<file path="config.mk">
export PLATFORM = sky130hd
export DESIGN_NAME = ts_stamp_unit
export DESIGN_NICKNAME = d
export VERILOG_FILES = /design/src/rtl/ts_pkg.sv /design/src/rtl/ts_counter.sv /design/src/rtl/ts_capture_seq.sv /design/src/rtl/ts_stamp_unit.sv
export SDC_FILE = /design/constraint.sdc
export NUM_CORES = 1
export LEC_CHECK = 0
export ABC_AREA = 1
export CAP_MARGIN = 20
export CORE_ASPECT_RATIO = 1.1
export CORE_MARGIN = 2
export CORE_UTILIZATION = 45
export DETAILED_ROUTE_END_ITERATION = 10
export MAX_ROUTING_LAYER = met4
export PLACE_DENSITY = 0.74
export SYNTH_ARGS = -nofsm -noshare
export SYNTH_HDL_FRONTEND = slang
export SYNTH_SLANG_ARGS = --single-unit
</file>
<file path="constraint.sdc">
create_clock -name clk -period 1 [get_ports clk]
set_input_delay 0.1 -clock clk [delete_from_list [all_inputs] [get_ports clk]]
set_output_delay 0.1 -clock clk [all_outputs]
set_load 0.005 [all_outputs]
</file>
<file path="src/rtl/ts_pkg.sv">
package ts_pkg;

    localparam int unsigned TS_WIDTH    = 16;
    localparam int unsigned TS_BUFFERS  = 15;
    localparam int unsigned TS_SYNC_BUF = 0;

    // Number of bits needed to name one of n buffers.
    function automatic int unsigned idx_bits(input int unsigned n);
        return (n <= 2) ? 1 : $clog2(n);
    endfunction

    // True when a strobe on the given buffer must restart the time base.
    function automatic logic restart_hit(
        input logic        enable,
        input logic        strobe,
        input int unsigned idx,
        input int unsigned sync_buf
    );
        return enable && strobe && (idx == sync_buf);
    endfunction

endpackage

</file>
<file path="src/rtl/ts_counter.sv">
module ts_counter #(
    parameter int unsigned WIDTH = ts_pkg::TS_WIDTH
) (
    input  logic             clk,
    input  logic             rst,
    input  logic             tick,
    input  logic             restart,
    output logic [WIDTH-1:0] value
);
    logic [WIDTH-1:0] value_q;

    always_ff @(posedge clk) begin
        if (rst || restart) begin
            value_q <= '0;
        end else if (tick) begin
            value_q <= value_q + 1'b1;
        end
    end

    assign value = value_q;

    // a tick without a restart moves the count by exactly one (mod 2^WIDTH)
    a_r2_tick_step: assert property (@(posedge clk) disable iff (rst)
        (tick && !restart) |=> (value_q == WIDTH'($past(value_q) + 1'b1)));

    // no tick and no restart keeps the count
    a_r2_idle_hold: assert property (@(posedge clk) disable iff (rst)
        (!tick && !restart) |=> $stable(value_q));

    // a restart leaves zero behind
    a_r6_restart_zero: assert property (@(posedge clk) disable iff (rst)
        restart |=> (value_q == '0));

endmodule

</file>
<file path="src/rtl/ts_capture_seq.sv">
module ts_capture_seq #(
    parameter int unsigned WIDTH = ts_pkg::TS_WIDTH,
    parameter int unsigned IDX_W = 4
) (
    input  logic             clk,
    input  logic             rst,
    input  logic [WIDTH-1:0] now,
    input  logic             rx_ok,
    input  logic [IDX_W-1:0] rx_idx,
    input  logic             tx_ok,
    input  logic [IDX_W-1:0] tx_idx,
    output logic             we,
    output logic             is_tx,
    output logic [IDX_W-1:0] idx,
    output logic [WIDTH-1:0] stamp
);
    typedef struct packed {
        logic             is_tx;
        logic [IDX_W-1:0] idx;
        logic [WIDTH-1:0] stamp;
    } cap_rec_t;

    cap_rec_t out_q, pend_q, rx_rec, tx_rec;
    logic     we_q, pend_valid_q;

    always_comb begin
        rx_rec = '{is_tx: 1'b0, idx: rx_idx, stamp: now};
        tx_rec = '{is_tx: 1'b1, idx: tx_idx, stamp: now};
    end

    always_ff @(posedge clk) begin
        if (rst) begin
            we_q         <= 1'b0;
            out_q        <= '0;
            pend_q       <= '0;
            pend_valid_q <= 1'b0;
        end else begin
            we_q <= rx_ok || tx_ok || pend_valid_q;
            if (pend_valid_q) begin
                out_q        <= pend_q;
                pend_valid_q <= 1'b0;
            end else if (rx_ok) begin
                out_q <= rx_rec;
                if (tx_ok) begin
                    pend_q       <= tx_rec;
                    pend_valid_q <= 1'b1;
                end
            end else if (tx_ok) begin
                out_q <= tx_rec;
            end
        end
    end

    assign we    = we_q;
    assign is_tx = out_q.is_tx;
    assign idx   = out_q.idx;
    assign stamp = out_q.stamp;

    // every strobe is followed by a write
    a_r4_strobe_writes: assert property (@(posedge clk) disable iff (rst)
        (rx_ok || tx_ok) |=> we);

    // a lone receive produces a receive record tagged with its index
    a_r4_rx_record: assert property (@(posedge clk) disable iff (rst)
        (rx_ok && !pend_valid_q) |=> (!is_tx && idx == $past(rx_idx)));

    // a simultaneous pair gives receive then transmit, same stamp
    a_r8_pair_order: assert property (@(posedge clk) disable iff (rst)
        (rx_ok && tx_ok && !pend_valid_q) |=> (we && !is_tx) ##1 (we && is_tx && $stable(stamp)));

    // a write with nothing pending and no new strobe lasts one cycle
    a_r4_single_pulse: assert property (@(posedge clk) disable iff (rst)
        (we && !pend_valid_q && !rx_ok && !tx_ok) |=> !we);

endmodule

</file>
<file path="src/rtl/ts_stamp_unit.sv">
module ts_stamp_unit #(
    parameter int unsigned WIDTH    = ts_pkg::TS_WIDTH,
    parameter int unsigned BUFFERS  = ts_pkg::TS_BUFFERS,
    parameter int unsigned SYNC_BUF = ts_pkg::TS_SYNC_BUF,
    localparam int unsigned IDX_W   = ts_pkg::idx_bits(BUFFERS)
) (
    input  logic             clk,
    input  logic             rst,
    input  logic             bit_tick,
    input  logic             sync_en,
    input  logic             rx_ok,
    input  logic [IDX_W-1:0] rx_idx,
    input  logic             tx_ok,
    input  logic [IDX_W-1:0] tx_idx,
    output logic [WIDTH-1:0] count,
    output logic             cap_we,
    output logic             cap_is_tx,
    output logic [IDX_W-1:0] cap_idx,
    output logic [WIDTH-1:0] cap_value
);
    logic restart;

    assign restart = ts_pkg::restart_hit(sync_en, rx_ok, int'(rx_idx), SYNC_BUF)
                  || ts_pkg::restart_hit(sync_en, tx_ok, int'(tx_idx), SYNC_BUF);

    ts_counter #(.WIDTH(WIDTH)) u_counter (
        .clk     (clk),
        .rst     (rst),
        .tick    (bit_tick),
        .restart (restart),
        .value   (count)
    );

    ts_capture_seq #(.WIDTH(WIDTH), .IDX_W(IDX_W)) u_capture (
        .clk    (clk),
        .rst    (rst),
        .now    (count),
        .rx_ok  (rx_ok),
        .rx_idx (rx_idx),
        .tx_ok  (tx_ok),
        .tx_idx (tx_idx),
        .we     (cap_we),
        .is_tx  (cap_is_tx),
        .idx    (cap_idx),
        .stamp  (cap_value)
    );

    // the capture taken on a restarting strobe holds the pre-restart count
    a_r6_stamp_before_restart: assert property (@(posedge clk) disable iff (rst)
        (restart && (rx_ok || tx_ok)) |=> (cap_we && cap_value == $past(count)));

    // with sync disabled the count never falls to zero except by wrapping
    a_r7_no_restart_when_off: assert property (@(posedge clk) disable iff (rst)
        (!sync_en && !bit_tick) |=> $stable(count));

    // reset clears the outputs
    a_r1_reset_clear: assert property (@(posedge clk)
        rst |=> (count == '0 && !cap_we));

endmodule

</file>
* Word-level counts from Yosys, hierarchy flattened *
Cells that the tools add are included.

cells by class
  $add $sub $neg = 1
  mux-type cells = 4
  bitwise operators = 2
  reductions and logical operators = 13

operator list
  cell                                           number
  two-way mux 21 bit                             3
  adder 16 x 1 -> 16 bit, second input constant  1
  zero test 4 bit                                2
  logical AND 1 bit                              4
  logical OR 1 bit                               4
  AND reduction 3 bit                            1
  nonzero test 3 bit                             1
  OR reduction 3 bit                             1
  inverter 1 bit                                 2
  two-way mux 1 bit                              1

storage, ports and cells
  register bits after elaboration = 60
  output and inout port bits = 38
  word-level logic and storage cells = 29

* Depth between registers and ports, before layout *
Gate-level depths: netlist (run 1).

  depth after elaboration = 4
  depth in mapped cells = 8

* Modules after synthesis *
From an unflattened synthesis (run 1), not the netlist that was laid out.

second synthesis, totals
  cells, all modules = 413
  area total of the unflattened synthesis = 2781.4 um2

by module, submodules not included
  module          times used  cells an instance  area an instance (um2)  seq. area each (um2)
  ts_capture_seq  1           285                1940.6                  880.8
  ts_counter      1           117                792.0                   320.3
  ts_stamp_unit   1           11                 48.8                    0.0

* Worst setup path after synthesis (run 1) *
No wires, ideal clock.

  path kind = register to register
  from = register u_counter.value_q[0], in the netlist u_counter.value[0]
  to = register u_counter.value_q[4], in the netlist u_counter.value[4]
  library setup time = 117 ps
  data arrival time = 1057 ps
  required time = 883 ps
  path slack = -175 ps
  cell stages (with the launch flop) = 7
  buffers on the path = 0
  cells stage by stage = dfxtp_1 ha_1 nand2_1 nor2_1 nand2_1 xor2_1 nor2_1

on the way
  cells in the longest elaborated chain, start to end = 1

ends and longest elaborated chain
  item                    RTL line          text
  start, declared         ts_counter.sv:10  logic [WIDTH-1:0] value_q;
  start signal, assigned  ts_counter.sv:16  value_q <= value_q + 1'b1;
  adder 16 x 1 -> 16 bit  ts_counter.sv:16

No other way between the ends.
A chain may end at the register's enable or synchronous reset.

* Worst setup path after layout (run 1) *
  from = register u_counter.value_q[0], in the netlist u_counter.value[0]
  to = register u_counter.value_q[6], in the netlist u_counter.value[6]

The elaborated chain is that of the path after synthesis.

==> results.json, run 1 <==
{
  "ctsHoldBuffers": 0,
  "status": "finished with violations",
  "leakage_nw": 2.10,
  "antenna_found_initial": 0,
  "cp.required_ns": 1.26,
  "rr_worst_depth": 7,
  "slew_violations": 0,
  "instances_no_fill": 573,
  "drcViolationCount": 0,
  "first_iter_violations": 363,
  "grt_pass1_wl_mm": 17.3,
  "avgViaCountPerCell": 6.57,
  "final_antenna_net_count": 0,
  "failed_checks": "negative setup slack",
  "worst_setup_path_end_kind": "register",
  "r2r-end": "u_counter.value[6]",
  "synth_seq_cells": 60,
  "min_from": "tx_ok",
  "wirelength_mm": 15.5,
  "syn_inst": 340,
  "area_growth_pct": 104,
  "post_drt_wl_per_cell_um": 27.1,
  "fillCellCount": 101,
  "worst_slew_pin_slew_ns": 0.476,
  "ys_warn_count": 0,
  "min_period_ns": 1.36,
  "hpwl_mm": 4.85,
  "syn_nets": 355,
  "io_pins": 52,
  "setup_ws_ns": -0.365,
  "cts-root-buf": "clkbuf_8",
  "r2r_start": "u_counter.value[0]",
  "clk_pin_slew_ns": 0.08,
  "clock_latency_ns": 0.36,
  "dieArea_um2": 6330,
  "rsz0062_at_grt": "yes",
  "tritoncts": "built",
  "n_antenna_cell": 0,
  "setup.worst_path.start_class": "register",
  "gp_congestion": 0.855,
  "critPathKind": "register to register",
  "grt_max_degree": 24,
  "slew_headroom_pct": 68.3,
  "seq_area_frac_synth_pct": 46.8,
  "fmax_mhz": 733,
  "dieWidth_um": 76.0,
  "core_area_um2": 5430,
  "hold_violations": 0,
  "cts_buffer_depth": 2,
  "rows": 28,
  "maxCapViolations": 0,
  "hp-class": "input pin to register",
  "finalSetupViolCount": 71,
  "power_density_nw_per_um2": 1160,
  "hold-path-cell-count": 3,
  "crit_fanout": 4,
  "stdcell_area_um2": 5240,
  "clkSinkCount": 60,
  "numCtsBuffers": 9,
  "initial_core_util_pct": 47.3,
  "r2r_setup_slack_ns": -0.36,
  "synthesis.area_um2": 2570,
  "first_pass_iters": 4,
  "fin_crit_sh_pct": 136,
  "grt_use_total_pct": 36.2,
  "first_global_vias": 3290,
  "hold-path-endpoint": "u_capture.pend_q[17]",
  "layout-drive-gt1-share_pct": 69.9,
  "syn_avg_cell_area_um2": 7.55,
  "cts.htree.levels": 3,
  "placed_cells": 501,
  "skew_ns": 0.0106,
  "crit_arrival_ns": 1.63,
  "vias": 3766,
  "placed_area_um2": 3580,
  "overflow": 0,
  "ir_drop_mv": 1.22,
  "fp.dieH_um": 83.2,
  "port_buffers": 51,
  "nNetsFinal": 508,
  "yosys.cell_types.count": 26
}
==> worst max-delay path by stage <==
stage / end / startpoint / cells past startpoint / slack, ns
CTS: u_counter.value[4] / u_counter.value[1] / 7 / -0.19
global placement: u_capture.pend_q[18] / rx_ok / 8 / -0.38
floorplan: u_counter.value[11] / u_counter.value[3] / 6 / -0.05
global route: u_counter.value[5] / u_counter.value[0] / 6 / -0.37
finish: u_counter.value[6] / u_counter.value[0] / 7 / -0.36
detailed placement: u_capture.idx[0] / rx_ok / 6 / -0.42
==> layout by cell type (no fill, tap or decap), types with 3 or more instances in the layout <==
cell type	Yosys	final
nand2_1	83	48
inv_2	3	3
clkdlybuf4s50_1	0	11
inv_1	17	14
a31oi_4	0	4
nor2_2	5	3
nor2_1	24	15
buf_16	0	5
nand4_1	5	5
a21oi_4	0	3
nor2_4	4	15
a31oi_1	16	11
dfxtp_1	60	22
o21ai_4	0	6
dfxtp_2	0	28
buf_2	11	9
a21oi_2	0	27
a21oi_1	33	3
nand2_2	6	19
buf_4	2	65
nand3_1	25	4
nand2_4	0	21
clkdlybuf4s15_1	0	5
xor2_1	3	3
buf_12	0	7
o21ai_2	0	16
buf_6	1	35
a22oi_2	0	3
nand3_4	0	8
clkbuf_8	0	10
clkbuf_2	0	16
nand3_2	2	15
dfxtp_4	0	10
==> kinds of logic after synthesis <==
family	count (synthesis)	share of synthesized area (%)
AOI/OAI and AO/OA	77	16.2
xor gates and xnor gates	6	2.05
DFF	60	46.8
buffers and inverters	38	6.68
adders and majority gates	1	0.487
and+or+nand+nor	158	27.8
==> routing by layer <==
layer / track usage, % / vias to the layer above / routed length [µm]
li1: - / 1448 / -
met5: - / - / 0
met1: 36.9 / 1767 / 5050
met2: 64.8 / 379 / 7380
met3: 6.85 / 172 / 1420
met4: 21.2 / 0 / 1650
==> area by class of cell <==
cell class | instances | area [µm²] | share of cell area (%)
Sequential cell | 60 | 1270 | 24.3
Clock inverter | 6 | 63.8 | 1.22
Timing Repair Buffer | 160 | 1560 | 29.7
Inverter | 20 | 92.6 | 1.77
Tap cell | 75 | 93.8 | 1.79
Multi-Input combinational cell | 242 | 2020 | 38.5
Clock buffer | 10 | 138 | 2.63
==> repair_timing <==
| item | CTS | global route |
|---|---|---|
| pin swaps | 57 | 45 |
| cloned | 7 | 2 |
| endpoints found under the setup margin | 94 | 88 |
| setup buffers | 31 | 22 |
| resized for setup | 264 | 141 |
| endpoints found under the hold margin | 0 | 0 |
==> registers in the layout, summed over array words and instances (netlist names) <==
| signal | flops |
|---|---|
| u_capture.idx | 4 |
| u_capture.is_tx | 1 |
| u_capture.pend_q | 21 |
| u_capture.pend_valid_q | 1 |
| u_capture.stamp | 16 |
| u_capture.we | 1 |
| u_counter.value | 16 |
==> cell usage after synthesis <==
library cell	number	area, µm²
a41oi_1	1	8.76
buf_4	2	15.0
nor2_2	5	31.3
nand4_1	5	31.3
xor2_1	3	26.3
buf_2	11	55.1
nand2_2	6	37.5
clkbuf_1	4	15.0
inv_1	17	63.8
a21oi_1	33	165
nand2_1	83	312
a31oi_1	16	100
or2_0	1	6.26
dfxtp_1	60	1200
buf_6	1	11.3
inv_2	3	11.3
nor2_4	4	45.0
ha_1	1	12.5
nor3_1	3	15.0
xnor2_1	3	26.3
nand3_2	2	20.0
nand3_1	25	125
nor2_1	24	90.1
a22oi_1	3	22.5
o21ai_0	16	80.1
o21ai_1	8	40.0
==> worst max-delay path: stages (launching register included) <==
cell and delay [ns]:
dfxtp_4 0.37, buf_6 0.13, ha_4 0.18, nand2_4 0.08, inv_2 0.09, nand2_2 0.06, xor2_1 0.16, nor2_1 0.20
==> through the flow <==
| stage | power [mW] | setup WS [ns] | util [%] | TNS, ns | hold WS, ns |
|---|---|---|---|---|---|
| floorplan | 2.80 | -0.0468 | - | -0.141 | 0.176 |
| global placement | 3.14 | -0.376 | 65.9 | -19.08 | 0.447 |
| detailed placement | 3.15 | -0.423 | 65.9 | -20.85 | 0.451 |
| CTS | 5.60 | -0.193 | 85.9 | -6.11 | 0.454 |
| global route | 6.18 | -0.374 | 96.5 | -13.88 | 0.144 |
| finish | 6.09 | -0.365 | 96.5 | -12.67 | 0.142 |
==> report_power, final <==
group	total [mW]	switching (mW)	leakage, nW	internal, mW
logic	1.19	0.616	1.49	0.571
clock network	2.38	1.17	0.0983	1.21
registers	2.52	0.0719	0.508	2.45
Power figures use the tool's default switching activity.
==> run 2, diff against run 1 <==
--- a/config.mk
+++ b/config.mk
@@ -9,10 +9,10 @@
 export CAP_MARGIN = 20
 export CORE_ASPECT_RATIO = 1.1
 export CORE_MARGIN = 2
-export CORE_UTILIZATION = 45
+export CORE_UTILIZATION = 46
 export DETAILED_ROUTE_END_ITERATION = 10
 export MAX_ROUTING_LAYER = met4
-export PLACE_DENSITY = 0.74
+export PLACE_DENSITY = 0.76
 export SYNTH_ARGS = -nofsm -noshare
 export SYNTH_HDL_FRONTEND = slang
 export SYNTH_SLANG_ARGS = --single-unit
==> results.json, run 2 (synthesized netlist as in run 1, its figures left out) <==
{
  "grt_use_total_pct": 29.6,
  "critPathKind": "register to register",
  "min_from": "tx_idx[2]",
  "worst_slew_pin_slew_ns": 0.418,
  "r2r_start": "u_counter.value[8]",
  "hold-path-cell-count": 4,
  "hold-path-endpoint": "u_capture.pend_q[18]",
  "slew_headroom_pct": 71.9,
  "rr_worst_depth": 7,
  "layout-drive-gt1-share_pct": 61.0,
  "crit_fanout": 4,
  "first_iter_violations": 369,
  "gp_congestion": 0.824,
  "post_drt_wl_per_cell_um": 20.8,
  "fmax_mhz": 726,
  "power_mw": 6.12,
  "fin_crit_sh_pct": 138,
  "cts_buffer_depth": 2,
  "fillCellCount": 246,
  "initial_core_util_pct": 47.6,
  "power_density_nw_per_um2": 1290,
  "top_register": "u_capture.pend_q",
  "overflow": 0,
  "skew_ns": 0.0292,
  "min_period_ns": 1.38,
  "finalSetupViolCount": 63,
  "fin_setup_tns_ns": -10.87,
  "numCtsBuffers": 9,
  "drcViolationCount": 0,
  "first_pass_iters": 5,
  "rows": 28,
  "n_antenna_cell": 0,
  "first_global_vias": 2826,
  "area_growth_pct": 85.0,
  "wirelength_mm": 11.6,
  "cp.required_ns": 1.22,
  "vias": 3355,
  "nNetsFinal": 495,
  "largest_register_ffs": 21,
  "dieWidth_um": 75.2,
  "grt_max_degree": 24,
  "clk_pin_slew_ns": 0.08,
  "setup.worst_path.start_class": "register",
  "hp-class": "input pin to register",
  "ir_drop_mv": 0.955,
  "port_buffers": 51,
  "dieArea_um2": 6200,
  "setup_ws_ns": -0.377,
  "cts.htree.levels": 3,
  "antenna_found_initial": 0,
  "grt_pass1_wl_mm": 13.2,
  "leakage_nw": 1.96,
  "final_antenna_net_count": 0,
  "core_area_um2": 5400,
  "layout_commonest_cell": "buf_4",
  "slew_violations": 0,
  "rsz0062_at_grt": "yes",
  "worst_setup_path_end_kind": "register",
  "failed_checks": "negative setup slack",
  "r2r_setup_slack_ns": -0.38,
  "crit_arrival_ns": 1.60,
  "avgViaCountPerCell": 5.99,
  "fp.dieH_um": 82.4,
  "final_cell_mix": "buf_4 (66), nand2_1 (52), dfxtp_2 (26)",
  "maxCapViolations": 0,
  "r2r-end": "u_counter.value[9]",
  "clkSinkCount": 60,
  "tritoncts": "built",
  "hold_violations": 0,
  "cts-root-buf": "clkbuf_8",
  "status": "finished with violations",
  "clock_latency_ns": 0.38,
  "hpwl_mm": 4.73,
  "io_pins": 52
}
==> run 2: cell count changes in the layout (fill, tap and decap cells not counted), moves of 6 or more <==
| cell | previous run | this run |
|---|---|---|
| nand3_4 | 8 | 1 |
| a21oi_1 | 3 | 9 |
| buf_6 | 35 | 19 |
| nand3_1 | 4 | 25 |
| nand3_2 | 15 | 1 |
==> run 2: worst max-delay path by stage <==
stage / cells after the start / endpoint / from
6_report: 7 / u_counter.value[9] / u_counter.value[8]
5_1_grt: 7 / u_counter.value[9] / u_counter.value[4]
4_1_cts: 7 / u_counter.value[11] / u_counter.value[7]
3_5_place_dp: 8 / u_capture.pend_q[18] / rx_ok
3_3_place_gp: 7 / u_counter.value[11] / bit_tick
2_1_floorplan: 6 / u_counter.value[11] / u_counter.value[3]
==> run 2: power breakdown <==
group | total (mW) | internal (mW) | switching (mW)
sequential | 2.51 | 2.45 | 0.0623
clock | 2.68 | 1.55 | 1.13
combinational | 0.933 | 0.460 | 0.473
total | 6.12 | 4.46 | 1.67
==> run 2: metal layers <==
metal | wire (µm) | track usage (%)
met1 | 4140 | 32.2
met2 | 5830 | 50.9
met3 | 967 | 7.52
met4 | 704 | 13.2
met5 | 0 | -
==> run 2: area by class of cell <==
cell class	count	area (µm²)	share of cell area, %
Timing Repair Buffer	147	1370	28.8
Inverter	20	87.6	1.84
Clock inverter	6	83.8	1.77
Multi-Input combinational cell	242	1700	35.7
Tap cell	75	93.8	1.98
Clock buffer	10	149	3.13
Sequential cell	60	1270	26.8
==> run 2: critical path, stage by stage, from the launching register on <==
cell	delay [ns]
dfxtp_2	0.34
buf_6	0.11
nand2_2	0.06
nor2_4	0.12
nand2_2	0.10
nor2_2	0.15
xnor2_1	0.25
nor2_1	0.12
==> run 2: through the flow <==
| step | worst slack, ns | hold WS [ns] | util [%] | cell area, µm² | cells |
|---|---|---|---|---|---|
| detailed placement | -0.412 | 0.451 | 66.6 | 3590 | 501 |
| finish | -0.377 | 0.465 | 88.0 | 4750 | 560 |
| floorplan | -0.0468 | 0.176 | - | 2620 | 340 |
| CTS | -0.177 | 0.452 | 79.0 | 4260 | 546 |
| global placement | -0.399 | 0.443 | 66.6 | 3590 | 501 |
| global route | -0.382 | 0.483 | 88.0 | 4750 | 560 |
==> run 2: repair_timing <==
item | in CTS | in global routing
setup endpoints to repair | 87 | 86
gates resized for setup | 200 | 126
endpoints found under the hold margin | 0 | 0
hold buffers | 0 | 0
gates cloned | 1 | 6
buffers inserted | 28 | 10
pin swaps | 26 | 23
